## src/rtl/mv_pkg.sv

```systemverilog
package mv_pkg;
   typedef enum logic [4:0] {
      K_BAD, K_IE_ON, K_IE_OFF, K_T0_ON, K_PB_CLR, K_PB_SET, K_BS_CLR, K_BS_SET,
      K_HALT, K_A_IMM, K_A_REG, K_A_IND, K_A_PSW, K_REG_IMM, K_REG_A, K_IND_A,
      K_IND_IMM
   } op_kind_e;

   localparam int BANK_BIT = 4;

   function automatic logic needs_imm(op_kind_e k);
      return (k == K_A_IMM) || (k == K_REG_IMM) || (k == K_IND_IMM);
   endfunction

   function automatic logic is_indirect(op_kind_e k);
      return (k == K_A_IND) || (k == K_IND_A) || (k == K_IND_IMM);
   endfunction
endpackage

```

## src/rtl/mv_decode.sv

```systemverilog
module mv_decode
   import mv_pkg::*;
(
   input  logic [7:0] op,
   output op_kind_e   kind
);
   always_comb begin
      casez (op)
         8'h05:        kind = K_IE_ON;
         8'h15:        kind = K_IE_OFF;
         8'h75:        kind = K_T0_ON;
         8'hE5:        kind = K_PB_CLR;
         8'hF5:        kind = K_PB_SET;
         8'hC5:        kind = K_BS_CLR;
         8'hD5:        kind = K_BS_SET;
         8'h01:        kind = K_HALT;
         8'h23:        kind = K_A_IMM;
         8'hC7:        kind = K_A_PSW;
         8'b1111_1???: kind = K_A_REG;
         8'b1111_000?: kind = K_A_IND;
         8'b1011_1???: kind = K_REG_IMM;
         8'b1011_000?: kind = K_IND_IMM;
         8'b1010_1???: kind = K_REG_A;
         8'b1010_000?: kind = K_IND_A;
         default:      kind = K_BAD;
      endcase
   end
endmodule

```

## src/rtl/mv_dram.sv

```systemverilog
module mv_dram #(
   parameter int DATA_W    = 8,
   parameter int RAM_AW    = 6,
   parameter bit CLEAR_RAM = 1'b1
) (
   input  logic              clk,
   input  logic              rst_n,
   input  logic [RAM_AW-1:0] ra0,
   output logic [DATA_W-1:0] rd0,
   input  logic [RAM_AW-1:0] ra1,
   output logic [DATA_W-1:0] rd1,
   input  logic              we,
   input  logic [RAM_AW-1:0] wa,
   input  logic [DATA_W-1:0] wd
);
   localparam int DEPTH = 1 << RAM_AW;

   logic [DATA_W-1:0] mem [DEPTH];

   generate
      if (CLEAR_RAM) begin : g_clr
         always_ff @(posedge clk or negedge rst_n) begin
            if (!rst_n) begin
               for (int i = 0; i < DEPTH; i++) mem[i] <= '0;
            end else if (we) begin
               mem[wa] <= wd;
            end
         end
      end else begin : g_noclr
         always_ff @(posedge clk) begin
            if (we) mem[wa] <= wd;
         end
      end
   endgenerate

   assign rd0 = mem[ra0];
   assign rd1 = mem[ra1];

   // whichever path supplied the address, the written byte lands there
   p_write_lands_r11: assert property (@(posedge clk) disable iff (!rst_n)
      we |=> mem[$past(wa)] == $past(wd));
endmodule

```

## src/rtl/mv_exec_core.sv

```systemverilog
module mv_exec_core
   import mv_pkg::*;
#(
   parameter int DATA_W     = 8,
   parameter int RAM_AW     = 6,
   parameter int BANK1_BASE = 24,
   parameter bit CLEAR_RAM  = 1'b1
) (
   input  logic              clk,
   input  logic              rst_n,
   input  logic              op_valid,
   input  logic [7:0]        op_byte,
   output logic              op_ready,
   input  logic              int_n,
   input  logic              jmp_strobe,
   output logic              irq_req,
   output logic              irq_en,
   output logic              t0_clk_en,
   output logic              halted,
   output logic              pbank,
   output logic              pc11,
   output logic              illegal,
   output logic [DATA_W-1:0] acc_out,
   output logic [DATA_W-1:0] psw_out
);
   localparam int DEPTH    = 1 << RAM_AW;
   localparam int REG_CNT  = 8;

   generate
      if (DATA_W != 8) begin : g_bad_w
         $error("mv_exec_core: opcodes are bytes, DATA_W must be 8");
      end
      if (RAM_AW > DATA_W) begin : g_bad_aw
         $error("mv_exec_core: pointer field wider than a register");
      end
      if (BANK1_BASE + REG_CNT > DEPTH || BANK1_BASE < REG_CNT) begin : g_bad_base
         $error("mv_exec_core: upper bank must fit in RAM above the lower bank");
      end
   endgenerate

   logic              pend_q, ie_q, t0_q, halt_q, pb_q, pc11_q, ill_q, bs_q;
   logic [7:0]        held_q;
   logic [DATA_W-1:0] acc_q, psw;
   logic [7:0]        cur_op;
   op_kind_e          kind;
   logic              accept, take_imm, fire;
   logic [2:0]        rsel;
   logic [RAM_AW-1:0] reg_addr, ptr;
   logic [DATA_W-1:0] rd0, rd1, wd;
   logic [RAM_AW-1:0] wa;
   logic              we;

   assign accept   = op_valid & ~halt_q;
   assign cur_op   = pend_q ? held_q : op_byte;
   assign take_imm = needs_imm(kind);
   assign fire     = accept & (pend_q | ~take_imm);

   mv_decode u_dec (.op(cur_op), .kind(kind));

   always_comb begin
      rsel     = is_indirect(kind) ? {2'b00, cur_op[0]} : cur_op[2:0];
      reg_addr = bs_q ? RAM_AW'(BANK1_BASE) + RAM_AW'(rsel) : RAM_AW'(rsel);
      ptr      = rd0[RAM_AW-1:0];
      psw      = '0;
      psw[BANK_BIT] = bs_q;
      we = fire & ((kind == K_REG_IMM) | (kind == K_REG_A) |
                   (kind == K_IND_A)   | (kind == K_IND_IMM));
      wa = ((kind == K_IND_A) | (kind == K_IND_IMM)) ? ptr : reg_addr;
      wd = ((kind == K_REG_A) | (kind == K_IND_A)) ? acc_q : op_byte;
   end

   mv_dram #(.DATA_W(DATA_W), .RAM_AW(RAM_AW), .CLEAR_RAM(CLEAR_RAM)) u_ram (
      .clk(clk), .rst_n(rst_n),
      .ra0(reg_addr), .rd0(rd0),
      .ra1(ptr),      .rd1(rd1),
      .we(we), .wa(wa), .wd(wd)
   );

   always_ff @(posedge clk or negedge rst_n) begin
      if (!rst_n) begin
         pend_q <= 1'b0;  held_q <= '0;   acc_q <= '0;   bs_q  <= 1'b0;
         ie_q   <= 1'b0;  t0_q   <= 1'b0; halt_q <= 1'b0; pb_q <= 1'b0;
         pc11_q <= 1'b0;  ill_q  <= 1'b0;
      end else begin
         ill_q <= 1'b0;
         if (jmp_strobe) pc11_q <= pb_q;
         if (accept & ~pend_q & take_imm) begin
            pend_q <= 1'b1;
            held_q <= op_byte;
         end else if (fire) begin
            pend_q <= 1'b0;
         end
         if (fire) begin
            case (kind)
               K_BAD:    ill_q  <= 1'b1;
               K_IE_ON:  ie_q   <= 1'b1;
               K_IE_OFF: ie_q   <= 1'b0;
               K_T0_ON:  t0_q   <= 1'b1;
               K_PB_CLR: pb_q   <= 1'b0;
               K_PB_SET: pb_q   <= 1'b1;
               K_BS_CLR: bs_q   <= 1'b0;
               K_BS_SET: bs_q   <= 1'b1;
               K_HALT:   halt_q <= 1'b1;
               K_A_IMM:  acc_q  <= op_byte;
               K_A_REG:  acc_q  <= rd0;
               K_A_IND:  acc_q  <= rd1;
               K_A_PSW:  acc_q  <= psw;
               default:  ;
            endcase
         end
      end
   end

   assign op_ready  = ~halt_q;
   assign irq_req   = ie_q & ~int_n;
   assign irq_en    = ie_q;
   assign t0_clk_en = t0_q;
   assign halted    = halt_q;
   assign pbank     = pb_q;
   assign pc11      = pc11_q;
   assign illegal   = ill_q;
   assign acc_out   = acc_q;
   assign psw_out   = psw;

   // halt holds until reset and freezes architectural state
   p_halt_sticky_r9: assert property (@(posedge clk) disable iff (!rst_n)
      halt_q |=> halt_q);
   p_halt_frozen_r9: assert property (@(posedge clk) disable iff (!rst_n)
      halt_q |=> $stable(acc_q) && $stable(bs_q) && $stable(pb_q) && $stable(ie_q));
   // pc11 moves only on the strobe, and then to the pending bank flag
   p_pc11_hold_r7: assert property (@(posedge clk) disable iff (!rst_n)
      !jmp_strobe |=> $stable(pc11_q));
   p_pc11_load_r7: assert property (@(posedge clk) disable iff (!rst_n)
      jmp_strobe |=> pc11_q == $past(pb_q));
   // no request while interrupts are masked
   p_irq_masked_r8: assert property (@(posedge clk) disable iff (!rst_n)
      !ie_q |-> !irq_req);
   // illegal pulse only follows an executed byte
   p_ill_after_fire_r10: assert property (@(posedge clk) disable iff (!rst_n)
      ill_q |-> $past(fire));
   // idle cycles leave state alone
   p_idle_stable_r12: assert property (@(posedge clk) disable iff (!rst_n)
      !op_valid |=> $stable(acc_q) && $stable(bs_q) && $stable(pend_q));
endmodule

```

## config.mk

```make
export PLATFORM = sky130hd
export DESIGN_NAME = mv_exec_core
export DESIGN_NICKNAME = d
export VERILOG_FILES = /design/src/rtl/mv_pkg.sv /design/src/rtl/mv_decode.sv /design/src/rtl/mv_dram.sv /design/src/rtl/mv_exec_core.sv
export SDC_FILE = /design/constraint.sdc
export NUM_CORES = 1
export LEC_CHECK = 0
export BUFFER_PORTS_ARGS = -buffer_cell sky130_fd_sc_hd__buf_2
export CORE_UTILIZATION = 50
export DETAILED_ROUTE_END_ITERATION = 12
export MAX_ROUTING_LAYER = met4
export PLACE_DENSITY_LB_ADDON = 0.12
export SLEW_MARGIN = 0
export SYNTH_ARGS = -nofsm -noshare
export SYNTH_HDL_FRONTEND = slang
export SYNTH_HIERARCHICAL = 1
export SYNTH_SLANG_ARGS = --single-unit
```

## constraint.sdc

```tcl
create_clock -name clk -period 8.6 [get_ports clk]
set_clock_uncertainty 0.1 [all_clocks]
set_input_delay 0.86 -clock clk [delete_from_list [all_inputs] [get_ports clk]]
set_output_delay 0.86 -clock clk [all_outputs]
set_load 0.01 [all_outputs]
```

* After elaboration in Yosys (flattened, before gate mapping) *
Index checks and enable logic that the tools add are counted.

cells by class
  reduce and logical (&&, ||, !) cells = 17
  multiplexer cells = 23
  add/subtract/negate cells = 1
  bitwise gates (word level) = 19
  magnitude comparators = 4
  equal/unequal tests = 32

operators with widths
  operator                                                   count
  bitwise mux 512 bit                                        1
  binary-select mux 8 bit (select 6 bit)                     2
  one-hot mux 5 bit (16 select lines)                        1
  two-way mux 8 bit                                          7
  demux 8 bit (select 6 bit)                                 1
  equality test 5 x 4 -> 1 bit (second input constant)       8
  equality test 8 bit (second input constant)                5
  one-hot mux 8 bit (4 select lines)                         1
  equality test 7 bit (second input constant)                3
  greater-or-equal comparator 7 bit (second input constant)  3
  NOT 6 -> 7 bit                                             3
  equality test 5 x 3 -> 1 bit (second input constant)       4
  equality test 5 bit (second input constant)                4
  two-way mux 6 bit                                          2
  AND reduction 2 bit                                        6
  equality test 5 x 2 -> 1 bit (second input constant)       2
  equality test 8 x 1 -> 1 bit (second input constant)       1
  equality test 8 x 3 -> 1 bit (second input constant)       1
  equality test 8 x 5 -> 1 bit (second input constant)       1
  equality test 8 x 6 -> 1 bit (second input constant)       1
  equality test 8 x 7 -> 1 bit (second input constant)       1
  nonzero test 2 bit                                         4
  < comparator 7 x 1 -> 1 bit (second input constant)        1
  adder 5 x 3 -> 6 bit (first input constant)                1
  11 further kinds                                           32

word-level totals
  flip-flop bits (word level) = 536
  logic and storage cells = 170

* Longest topological paths before layout *
Gate-level depths: netlist of the first run.

  word-level depth = 20
  gate-level depth with buffers = 30
  gate-level depth less buffers = 22

* By module *
Netlist of the first run, hierarchy kept.

modules (own cells, without submodules)
  module        cells an instance  seq. area each (um^2)  times used  area an instance (um^2)
  mv_dram       1,799              12,812.3               1           27,502.6
  mv_exec_core  153                600.6                  1           1,707.9
  mv_decode     42                 0.0                    1           277.8

* Worst setup path after synthesis of the first run *
OpenSTA, ideal clock, no wires.

  path type = in2reg
  from = in op_byte[6]
  to = reg acc_q[4], in the netlist acc_out[4]
  path buffers = 6
  setup time = 125 ps
  arrival = 6,250 ps
  slack = 2,125 ps
  stages = 24
  path through = mux2_2 buf_6 nor2_1 nor4b_1 and2b_1 and3_1 nor3b_1 buf_2 buf_2 buf_2 mux4_2 o21ai_0 o32ai_1 o21ai_0 o2bb2ai_1 buf_4 buf_2 mux4_2 a211oi_1 nor2_1 a22o_1 mux2i_1 o221ai_1 mux2_4

between the ends
  longest elaborated chain between the ends = 18

ends and longest elaborated chain
  item                                                     RTL line             text
  start: declaration                                       mv_exec_core.sv:12   input logic [7:0] op_byte,
  two-way mux 8 bit *                                      mv_exec_core.sv:54   assign cur_op = pend_q ? held_q : op_byte;
  equality test 8 bit, or another cell as far along        mv_decode.sv:8       casez (op)
  one-hot mux 5 bit (16 select lines) *                    mv_decode.sv:8
  named net kind[4]                                        mv_exec_core.sv:45   op_kind_e kind;
  equality test 5 x 4 -> 1 bit                             mv_pkg.sv:15         return (k == K_A_IND) || (k == K_IND_A) || (k == K_IND_IMM);
  logical OR 1 bit                                         mv_pkg.sv:15
  logical OR 1 bit *                                       mv_pkg.sv:15
  two-way mux 3 bit *                                      mv_exec_core.sv:61   rsel = is_indirect(kind) ? {2'b00, cur_op[0]} : cur_op[2:0];
  [... 2 more ...]                                         -
  named net reg_addr[1]                                    mv_exec_core.sv:48   logic [RAM_AW-1:0] reg_addr, ptr;
  [... 1 more ...]                                         -
  binary-select mux 8 bit (select 6 bit) *                 mv_dram.sv:36        assign rd0 = mem[ra0];
  two-way mux 8 bit (implied by the code) * (2 in series)  mv_dram.sv:36
  named net rd0[1]                                         mv_exec_core.sv:49   logic [DATA_W-1:0] rd0, rd1, wd;
  NOT 6 -> 7 bit (implied by the code) *                   mv_dram.sv:37        assign rd1 = mem[ra1];
  binary-select mux 8 bit (select 6 bit) *                 mv_dram.sv:37
  two-way mux 8 bit (implied by the code) * (2 in series)  mv_dram.sv:37
  named net rd1[4]                                         mv_exec_core.sv:49
  one-hot mux 8 bit (4 select lines) *                     mv_exec_core.sv:94   case (kind)
  end signal: assignment                                   mv_exec_core.sv:104  K_A_IMM: acc_q <= op_byte;
  end signal: assignment                                   mv_exec_core.sv:105  K_A_REG: acc_q <= rd0;
  end signal: assignment                                   mv_exec_core.sv:106  K_A_IND: acc_q <= rd1;
  end: declaration                                         mv_exec_core.sv:43   logic [DATA_W-1:0] acc_q, psw;

The timed path passes the listed nets; every way through them passes the cells marked *. The select of a mux whose other input is x is not followed.
A chain may end at the register's enable or synchronous reset.

* Worst setup path after layout of the first run *
  from = reg pend_q
  to = reg acc_q[2], in the netlist acc_out[2]

between the ends
  longest elaborated chain between the ends = 18

ends and longest elaborated chain
  item                                                     RTL line            text
  start: declaration                                       mv_exec_core.sv:41  logic pend_q, ie_q, t0_q, halt_q, pb_q, pc11_q, ill_q, bs_q;
  start signal: assignment                                 mv_exec_core.sv:81  pend_q <= 1'b0; held_q <= '0; acc_q <= '0; bs_q <= 1'b0;
  start signal: assignment                                 mv_exec_core.sv:88  pend_q <= 1'b1;
  start signal: assignment                                 mv_exec_core.sv:91  pend_q <= 1'b0;
  two-way mux 8 bit *                                      mv_exec_core.sv:54
  named net cur_op[0]                                      mv_exec_core.sv:44  logic [7:0] cur_op;
  equality test 8 bit, or another cell as far along        mv_decode.sv:8
  one-hot mux 5 bit (16 select lines) *                    mv_decode.sv:8
  named net kind[3]                                        mv_exec_core.sv:45
  equality test 5 x 4 -> 1 bit                             mv_pkg.sv:15
  logical OR 1 bit                                         mv_pkg.sv:15
  logical OR 1 bit *                                       mv_pkg.sv:15
  [... 3 more ...]                                         -
  named net reg_addr[1]                                    mv_exec_core.sv:48
  [... 1 more ...]                                         -
  binary-select mux 8 bit (select 6 bit) *                 mv_dram.sv:36
  two-way mux 8 bit (implied by the code) * (2 in series)  mv_dram.sv:36
  named net rd0[0]                                         mv_exec_core.sv:49
  NOT 6 -> 7 bit (implied by the code) *                   mv_dram.sv:37
  binary-select mux 8 bit (select 6 bit) *                 mv_dram.sv:37
  two-way mux 8 bit (implied by the code) * (2 in series)  mv_dram.sv:37
  named net rd1[2]                                         mv_exec_core.sv:49
  one-hot mux 8 bit (4 select lines) *                     mv_exec_core.sv:94

Marked as above.

==> results of run 1 <==
-- power breakdown --
group          switching, mW  leakage, nW  internal (mW)
Combinational          0.307         6.38          0.140
Clock                   1.05        0.992           1.55
Sequential           0.00295         7.48           2.53
-- flip-flops by register name (all words and copies together) (netlist names) --
| register | cells |
|---|---|
| pend_q | 1 |
| pc11 | 1 |
| bs_q | 1 |
| acc_out | 8 |
| illegal | 1 |
| halted | 1 |
| pbank | 1 |
| held_q | 8 |
| u_ram/mem | 512 |
| irq_en | 1 |
| t0_clk_en | 1 |
-- cells in the mapped netlist (all sizes together), types with 2 or more instances --
master     n  area [sq um]
mux2     568          6460
dfrtp    536         13400
mux4     256          5780
buf       91           558
nor2      91           472
clkbuf    88           330
o21ai     46           234
nand2     44           165
o22ai     44           275
mux2i     39           390
a21oi     23           115
o221ai    16           140
o32ai     15           131
nor2b     14          87.6
nand3     11          65.1
a211oi    10          75.1
a22o       8          70.1
nand2b     8          57.6
o2bb2ai    8          76.3
inv        7          26.3
nand3b     7          56.3
nor3       7          40.0
and2       6          37.5
and2b      4          33.8
and3       4          25.0
nand4      3          33.8
nor3b      3          22.5
or3b       3          26.3
a21o       2          15.0
nor4       2          12.5
nor4b      2          23.8
o2111ai    2          23.8
o211ai     2          15.0
o311ai     2          17.5
o31ai      2          15.0
xnor2      2          17.5
-- cell families after synthesis --
family | synth area share [%]
AO/OA/AOI/OAI | 4.32
flip-flops | 45.5
other | 0.0127
AND/OR/NAND/NOR | 4.16
XOR/XNOR | 0.0891
buffers and inverters | 3.10
multiplexers | 42.8
-- per-stage QoR --
step,cell area (sq um),utilization (%)
final,32600,56.2
after global routing,32600,56.2
after CTS,32600,56.2
after detailed placement,30600,52.8
after global placement,30600,52.8
after floorplan,29500,-
-- layout by cell type, fill, tap and decap left out, types with 3 or more instances in the layout --
master and instances:
mux2i_1 39, mux4_1 5, buf_4 74, nor2_4 8
mux4_2 251, or3b_2 3, clkbuf_1 8, o221ai_1 16
nand2b_1 7, clkbuf_8 18, and3_1 4, a22o_1 8
nand3b_1 6, buf_12 9, o32ai_1 15, clkbuf_16 59
o2bb2ai_1 3, o22ai_1 44, dfrtp_1 535, o21ai_0 38
o2bb2ai_4 4, nor3_1 5, a21oi_1 23, and2_1 4
buf_2 28, clkinv_2 13, mux2_2 549, mux2_4 16
conb_1 14, nor2_2 28, o21ai_1 7, inv_1 6
bufinv_16 5, nand2_1 44, nor2_1 55, a211oi_1 10
nand3_1 9, nor2b_1 14
-- area by class of cell --
cell class | instances | area share, %
tap | 765 | 2.93
sequential | 536 | 41.1
multi-input combinational | 1285 | 47.0
inverter | 7 | 0.0806
clock buffer | 85 | 5.38
timing repair buffer | 112 | 2.73
clock inverter | 21 | 0.733
-- metal layers --
| layer | part of all wire [%] | vias to the layer above |
|---|---|---|
| met5 | 0 | - |
| met4 | 2.6 | 0 |
| met3 | 6.9 | 133 |
| met2 | 47 | 657 |
| met1 | 43 | 10100 |
| li1 | - | 7741 |
-- worst register-to-register path, stage by stage, from the launching register on --
cell and delay, ps:
dfrtp_1 620, mux2_8 540, and2b_4 230, nand2_1 60
o31ai_1 70, a311o_1 460, and2b_1 290, and3_1 250
nor3b_2 430, nand2b_1 340, buf_4 260, o22ai_1 110
o32ai_1 410, o21ai_0 380, o2bb2ai_4 450, buf_12 420
mux4_1 740, mux2_2 310, a21oi_1 140, o21ai_0 250
a22o_1 290, mux2i_1 180, o22ai_1 120, mux2_4 300
-- final timing paths --
| kind | cells after the start | slack [ps] | start | to |
|---|---|---|---|---|
| hold reg to reg | 1 | 410 | t0_clk_en | t0_clk_en |
| min in group clk | 2 | 380 | jmp_strobe | pc11 |
| hold / removal | 1 | 160 | rst_n | u_ram/mem[462] |
| max in group asynchronous | 3 | 6060 | rst_n | u_ram/mem[20] |
| setup reg to reg | 23 | 730 | pend_q | acc_out[2] |
| setup / recovery | 23 | 730 | pend_q | acc_out[2] |
==> key figures, run 1 <==
Status
  – Status: finished, final reports clean

Worst setup path
  – Critical Path Sink Type: register
  – Worst Path Arrival: 8290 ps
  – Crit path cell chain: mux2_8 > and2b_4 > nand2_1 > o31ai_1 > a311o_1 > and2b_1 > and3_1 > nor3b_2 > nand2b_1 > buf_4 > o22ai_1 > o32ai_1 > o21ai_0 > o2bb2ai_4 > buf_12 > mux4_1 > mux2_2 > a21oi_1 > o21ai_0 > a22o_1 > mux2i_1 > o22ai_1 > mux2_4
  – WP buf/inv: 2
  – Startpoint Class: register
  – WS Path Type: reg2reg
  – Critical path's largest stage delay: 640 ps
  – Worst EP required: 9020 ps
  – CP top delay family: compound AO/OA/AOI/OAI gates
  – Crit Path Max Fanout: 63
  – Worst path slowest cell: mux4_1

STA
  – Fin. Hold Viols: 0
  – Fin crit share: 91.5%
  – Hold slack final: 155 ps
  – Relative slew slack: 28.1%
  – Final worst slack: 731 ps
  – Fin Setup TNS: 0 ps
  – Highest clock rate: 127 MHz
  – Fin crit period: 7870 ps
  – Pin slew with the least headroom to its limit: 1070 ps
  – RSZ-0062 raised after global routing: no
  – Setup-failing EPs final: 0
  – Final slew viol count: 0

Cells and area
  – Fill count: 4615
  – Post-route insts no fill: 2811
  – # nets final: 2014
  – Storage element area: 0.0134 sq mm
  – Area of the multi-input gates: 0.0153 sq mm
  – Layout cell share with drive strength beyond 1: 53.2%
  – Area delta synth->final: 10.6%
  – # diodes: 0

Floorplanning
  – I/O Pins: 37
  – Die width: 245 um
  – Starting density of the core: 50.8%
  – FP Rows: 88
  – Core area: 0.0580 sq mm
  – Full die area: 0.0600 sq mm
  – Chip height: 245 um

Power and ir drop
  – Max IR drop VDD: 185 uV
  – Cell Pwr Density: 171 mW/mm^2
  – P_leak: 14.8 nW
  – Total power: 5.58 mW

CTS
  – CTS max path bufs: 3
  – CTS clock-pin slew for the worst setup and hold paths: 60 ps
  – H-tree Lvls: 2
  – Clk root buf: clkbuf_16
  – Num CTS Buffers: 59
  – Post-cts gate resize count: 0
  – Postcts setup bufs: 0
  – CTS tree: built
  – Post-CTS Hold Fix Bufs: 0
  – Clk sinks: 536
  – Clk_lat worst skew: 640 ps

Place
  – I/O Buffers: 29
  – Pre-CTS setup slack: 535 ps
  – DP Wirelength: 55.0 mm
  – Routability Congestion: 0.887
  – DP Cell Count: 2705

Logic synthesis
  – Synth unique cells: 78
  – Syn Area/Cell: 14.8 sq um
  – Async set-reset flop share out of synthesis: 100%
  – Mapped Cells: 1994
  – Seq/Total Area, Yosys: 45.5%
  – Post-synth EDFFs: 0
  – Register bit total from synthesis: 536
  – Synth Warn #: 6
  – Cell Area, Synth: 0.0295 sq mm
  – Prevailing post-synth register cell: dfrtp_1

Drt
  – DRC viols: 0
  – 1st-iter DRT viols: 1576
  – Antenna viol nets, final: 0
  – Wire per inst: 30.2 um
  – Vias per cell: 6.62
  – DR pass1 iterations: 5
  – Vias: 18600
  – Routed WL: 84.8 mm

Global routing
  – GRT Residual Overflow: 0
  – Met3 usage: 5.22%
  – M2 GR Usage: 45.5%
  – GR Util met1: 41.9%
  – First-pass GRT wire length: 129 mm
  – GR peak layer: met2
  – Gr usage total: 29.9%
  – Initial antenna violation count: 0
  – Largest net degree at the start of global routing: 172
  – Vias in the first global route: 19300

Min path
  – Worst min path class: in2async

Job
  – Max-cap viol count: 0
No activity file was read; power rests on OpenSTA's default activity.
==> run 2, diff against run 1 <==
- BUFFER_PORTS_ARGS: -buffer_cell sky130_fd_sc_hd__buf_2 -> default
- DONT_BUFFER_PORTS: default -> 1
- HOLD_SLACK_MARGIN: default -> 0.05
==> run 2 against run 1 <==
  * The run now ends with negative hold slack, max-slew violations left
  * Largest cell class unchanged
  * Sequential share of layout area up 0.46 points
  * Register-to-register slack worse by 420 ps
  * Total power decreased by 1.8%
  * Hold slack worse by 320 ps
  * Critical path type unchanged
==> key figures, run 2 (synthesis results as in run 1) <==
Status
  – Status: finished with violations
  – Violated checks: negative hold slack, max-slew violations

Min path
  – Worst min path class: in2async

Global routing
  – GRT Residual Overflow: 0 (unchanged)
  – Initial antenna violation count: 0 (unchanged)
  – Gr usage total: 29.9% (-0.043 points)
  – First-pass GRT wire length: 129 mm (-0.22%)
  – Vias in the first global route: 19000 (-1.6%)
  – Largest net degree at the start of global routing: 537 (+210%)

CTS
  – Clk sinks: 536 (unchanged)
  – CTS clock-pin slew for the worst setup and hold paths: 60 ps (about the same)
  – Clk root buf: clkbuf_16
  – H-tree Lvls: 2 (unchanged)
  – Clk_lat worst skew: 630 ps (about the same)
  – CTS max path bufs: 3 (unchanged)
  – Num CTS Buffers: 59 (unchanged)
  – CTS tree: built

Drt
  – Vias: 18500 (-0.49%)
  – DRC viols: 0 (unchanged)
  – Wire per inst: 30.6 um (+1.5%)
  – Antenna viol nets, final: 0 (unchanged)
  – 1st-iter DRT viols: 1794 (+14%)
  – Routed WL: 84.4 mm (-0.40%)
  – Met3 wire len: 5.54 mm (-4.9%)
  – Length of routed wiring on met1: 37.7 mm (+2.3%)
  – DR pass1 iterations: 5 (unchanged)
  – Met2 wire len: 38.7 mm (-3.1%)
  – Max Used Layer: met4
  – Vias per cell: 6.71 (+1.4%)

Cells and area
  – Post-route insts no fill: 2758 (-1.9%)
  – Leading cell types in the layout, fill and taps excluded: mux2_2, dfrtp_1, mux4_2, clkbuf_16, nor2_1
  – Storage element area: 0.0134 sq mm (unchanged)
  – Reg with most FFs: u_ram/mem
  – Most common cell after layout, fill and taps aside: mux2_2
  – Final core occ: 55.6% (-0.63 points)
  – Area of the multi-input gates: 0.0154 sq mm (+0.16%)
  – # diodes: 0 (unchanged)
  – # nets final: 1962 (-2.6%)
  – Fill count: 4640 (+0.54%)
  – Max FFs per register: 512 (unchanged)
  – Layout cell share with drive strength beyond 1: 51.6% (-1.6 points)
  – Area delta synth->final: 9.36%
  – Post-route cell area: 0.0322 sq mm (-1.1%)

Worst setup path
  – WP buf/inv: 1 (-1)
  – WS Path Type: reg2reg
  – R2R depth: 21 (-8.7%)
  – Startpoint Class: register
  – Critical Path Sink Type: register
  – Worst reg2reg path startpoint: pend_q
  – Crit Path Max Fanout: 53 (-16%)
  – WP depth: 21 (-8.7%)
  – CP top delay family: compound AO/OA/AOI/OAI gates
  – Crit path cell chain: mux2_2 > xnor2_1 > o2111ai_2 > o31ai_1 > a311o_1 > and2b_1 > and3_1 > nor3b_2 > nand2b_1 > o22ai_1 > o32ai_1 > o21ai_0 > o2bb2ai_4 > buf_12 > mux4_2 > mux2i_1 > o21ai_1 > a22o_1 > mux2i_1 > o22ai_1 > mux2_4
  – Worst Path Arrival: 8690 ps (+400 ps)
  – Critical path's largest stage delay: 650 ps (about the same)
  – Worst R2R Setup Slack: 310 ps (-420 ps)
  – FF-to-FF End: acc_out[3]
  – Worst path slowest cell: dfrtp_1
  – Worst EP required: 9000 ps (-20 ps)

Place
  – Pre-CTS setup slack: 25.2 ps (-510 ps)
  – Placed Area: 0.0302 sq mm (-1.3%)
  – I/O Buffers: 0 (-100%)
  – Routability Congestion: 0.913 (+2.9%)
  – DP Cell Count: 2649 (-2.1%)
  – DP Wirelength: 54.1 mm (-1.7%)

Job
  – Max-cap viol count: 0 (unchanged)

STA
  – Fin. Hold Viols: 52 (+52)
  – Final slew viol count: 241 (+241)
  – Final worst slack: 310 ps (-421 ps)
  – Relative slew slack: -36.3% (-64 points)
  – Fin Setup TNS: 0 ps (unchanged)
  – Hold slack final: -161 ps (-316 ps)
  – Setup-failing EPs final: 0 (unchanged)
  – Fin crit share: 96.4% (+4.9 points)
  – Highest clock rate: 121 MHz (-5.1%)
  – Pin slew with the least headroom to its limit: 2040 ps (+977 ps)
  – RSZ-0062 raised after global routing: no
  – Fin crit period: 8290 ps (+421 ps)

Floorplanning
  – Full die area: 0.0600 sq mm (unchanged)
  – Chip height: 245 um (unchanged)
  – Starting density of the core: 50.8% (unchanged)
  – Core area: 0.0580 sq mm (unchanged)
  – Die width: 245 um (unchanged)
  – FP Rows: 88 (unchanged)
  – I/O Pins: 37 (unchanged)

Power and ir drop
  – P_leak: 14.6 nW (-1.9%)
  – Net Sw Power: 1.29 mW (-4.9%)
  – Max IR drop VDD: 166 uV (-10%)
  – Internal Pwr Total: 4.18 mW (-0.80%)
  – Clock Power Share: 47.0% (+0.3 points)
  – Seq pwr share: 46.2% (+0.9 points)
  – Switch share: 23.6% (-0.77 points)
  – Comb power frac: 6.8% (-1.2 points)
  – Cell Pwr Density: 170 mW/mm^2 (-0.69%)
  – Total power: 5.48 mW (-1.8%)
-- run 2: area by class of cell --
| cell class | instances | share of cell area (%) |
|---|---|---|
| inverter | 7 | 0.0815 |
| clock inverter | 12 | 0.574 |
| sequential | 536 | 41.6 |
| timing repair buffer | 60 | 1.63 |
| multi-input combinational | 1285 | 47.6 |
| tap | 765 | 2.97 |
| clock buffer | 93 | 5.53 |
-- run 2: how the worst max path moves through the flow --
stage,start,to,slack [ps]
after detailed placement,op_byte[2],u_ram/mem[483],30
final,pend_q,acc_out[3],310
after floorplan,op_byte[6],acc_out[4],2120
after global routing,pend_q,acc_out[7],280
after CTS,pend_q,u_ram/mem[483],100
after global placement,op_byte[2],u_ram/mem[485],160
-- run 2: per-layer routing --
| metal | track usage [%] | vias to the layer above |
|---|---|---|
| li1 | - | 7645 |
| met1 | 42.5 | 10100 |
| met2 | 44.5 | 661 |
| met3 | 4.73 | 147 |
| met4 | 9.01 | 0 |
| met5 | - | - |
-- run 2: power groups by stage --
stage	logic, mW	clock network [mW]	registers (mW)
after floorplan	0.258	0	2.57
after detailed placement	0.370	0	2.58
after global routing	0.393	2.73	2.53
final	0.375	2.57	2.53
after global placement	0.368	0	2.58
after CTS	0.371	2.63	2.53
-- run 2: what timing repair did --
| item | in CTS | in global routing |
|---|---|---|
| endpoints found under the setup margin | 0 | 99 |
| hold endpoints to repair | 536 | 536 |
| buffers inserted | 0 | 4 |
| resized for setup | 0 | 5 |
-- run 2: worst reg2reg max path, stage by stage, from the launching register on --
cell and delay, ps:
dfrtp_1 650, mux2_2 510, xnor2_1 170, o2111ai_2 120, o31ai_1 110, a311o_1 490
and2b_1 330, and3_1 260, nor3b_2 490, nand2b_1 460, o22ai_1 190, o32ai_1 640
o21ai_0 410, o2bb2ai_4 490, buf_12 390, mux4_2 650, mux2i_1 510, o21ai_1 180
a22o_1 230, mux2i_1 340, o22ai_1 160, mux2_4 290
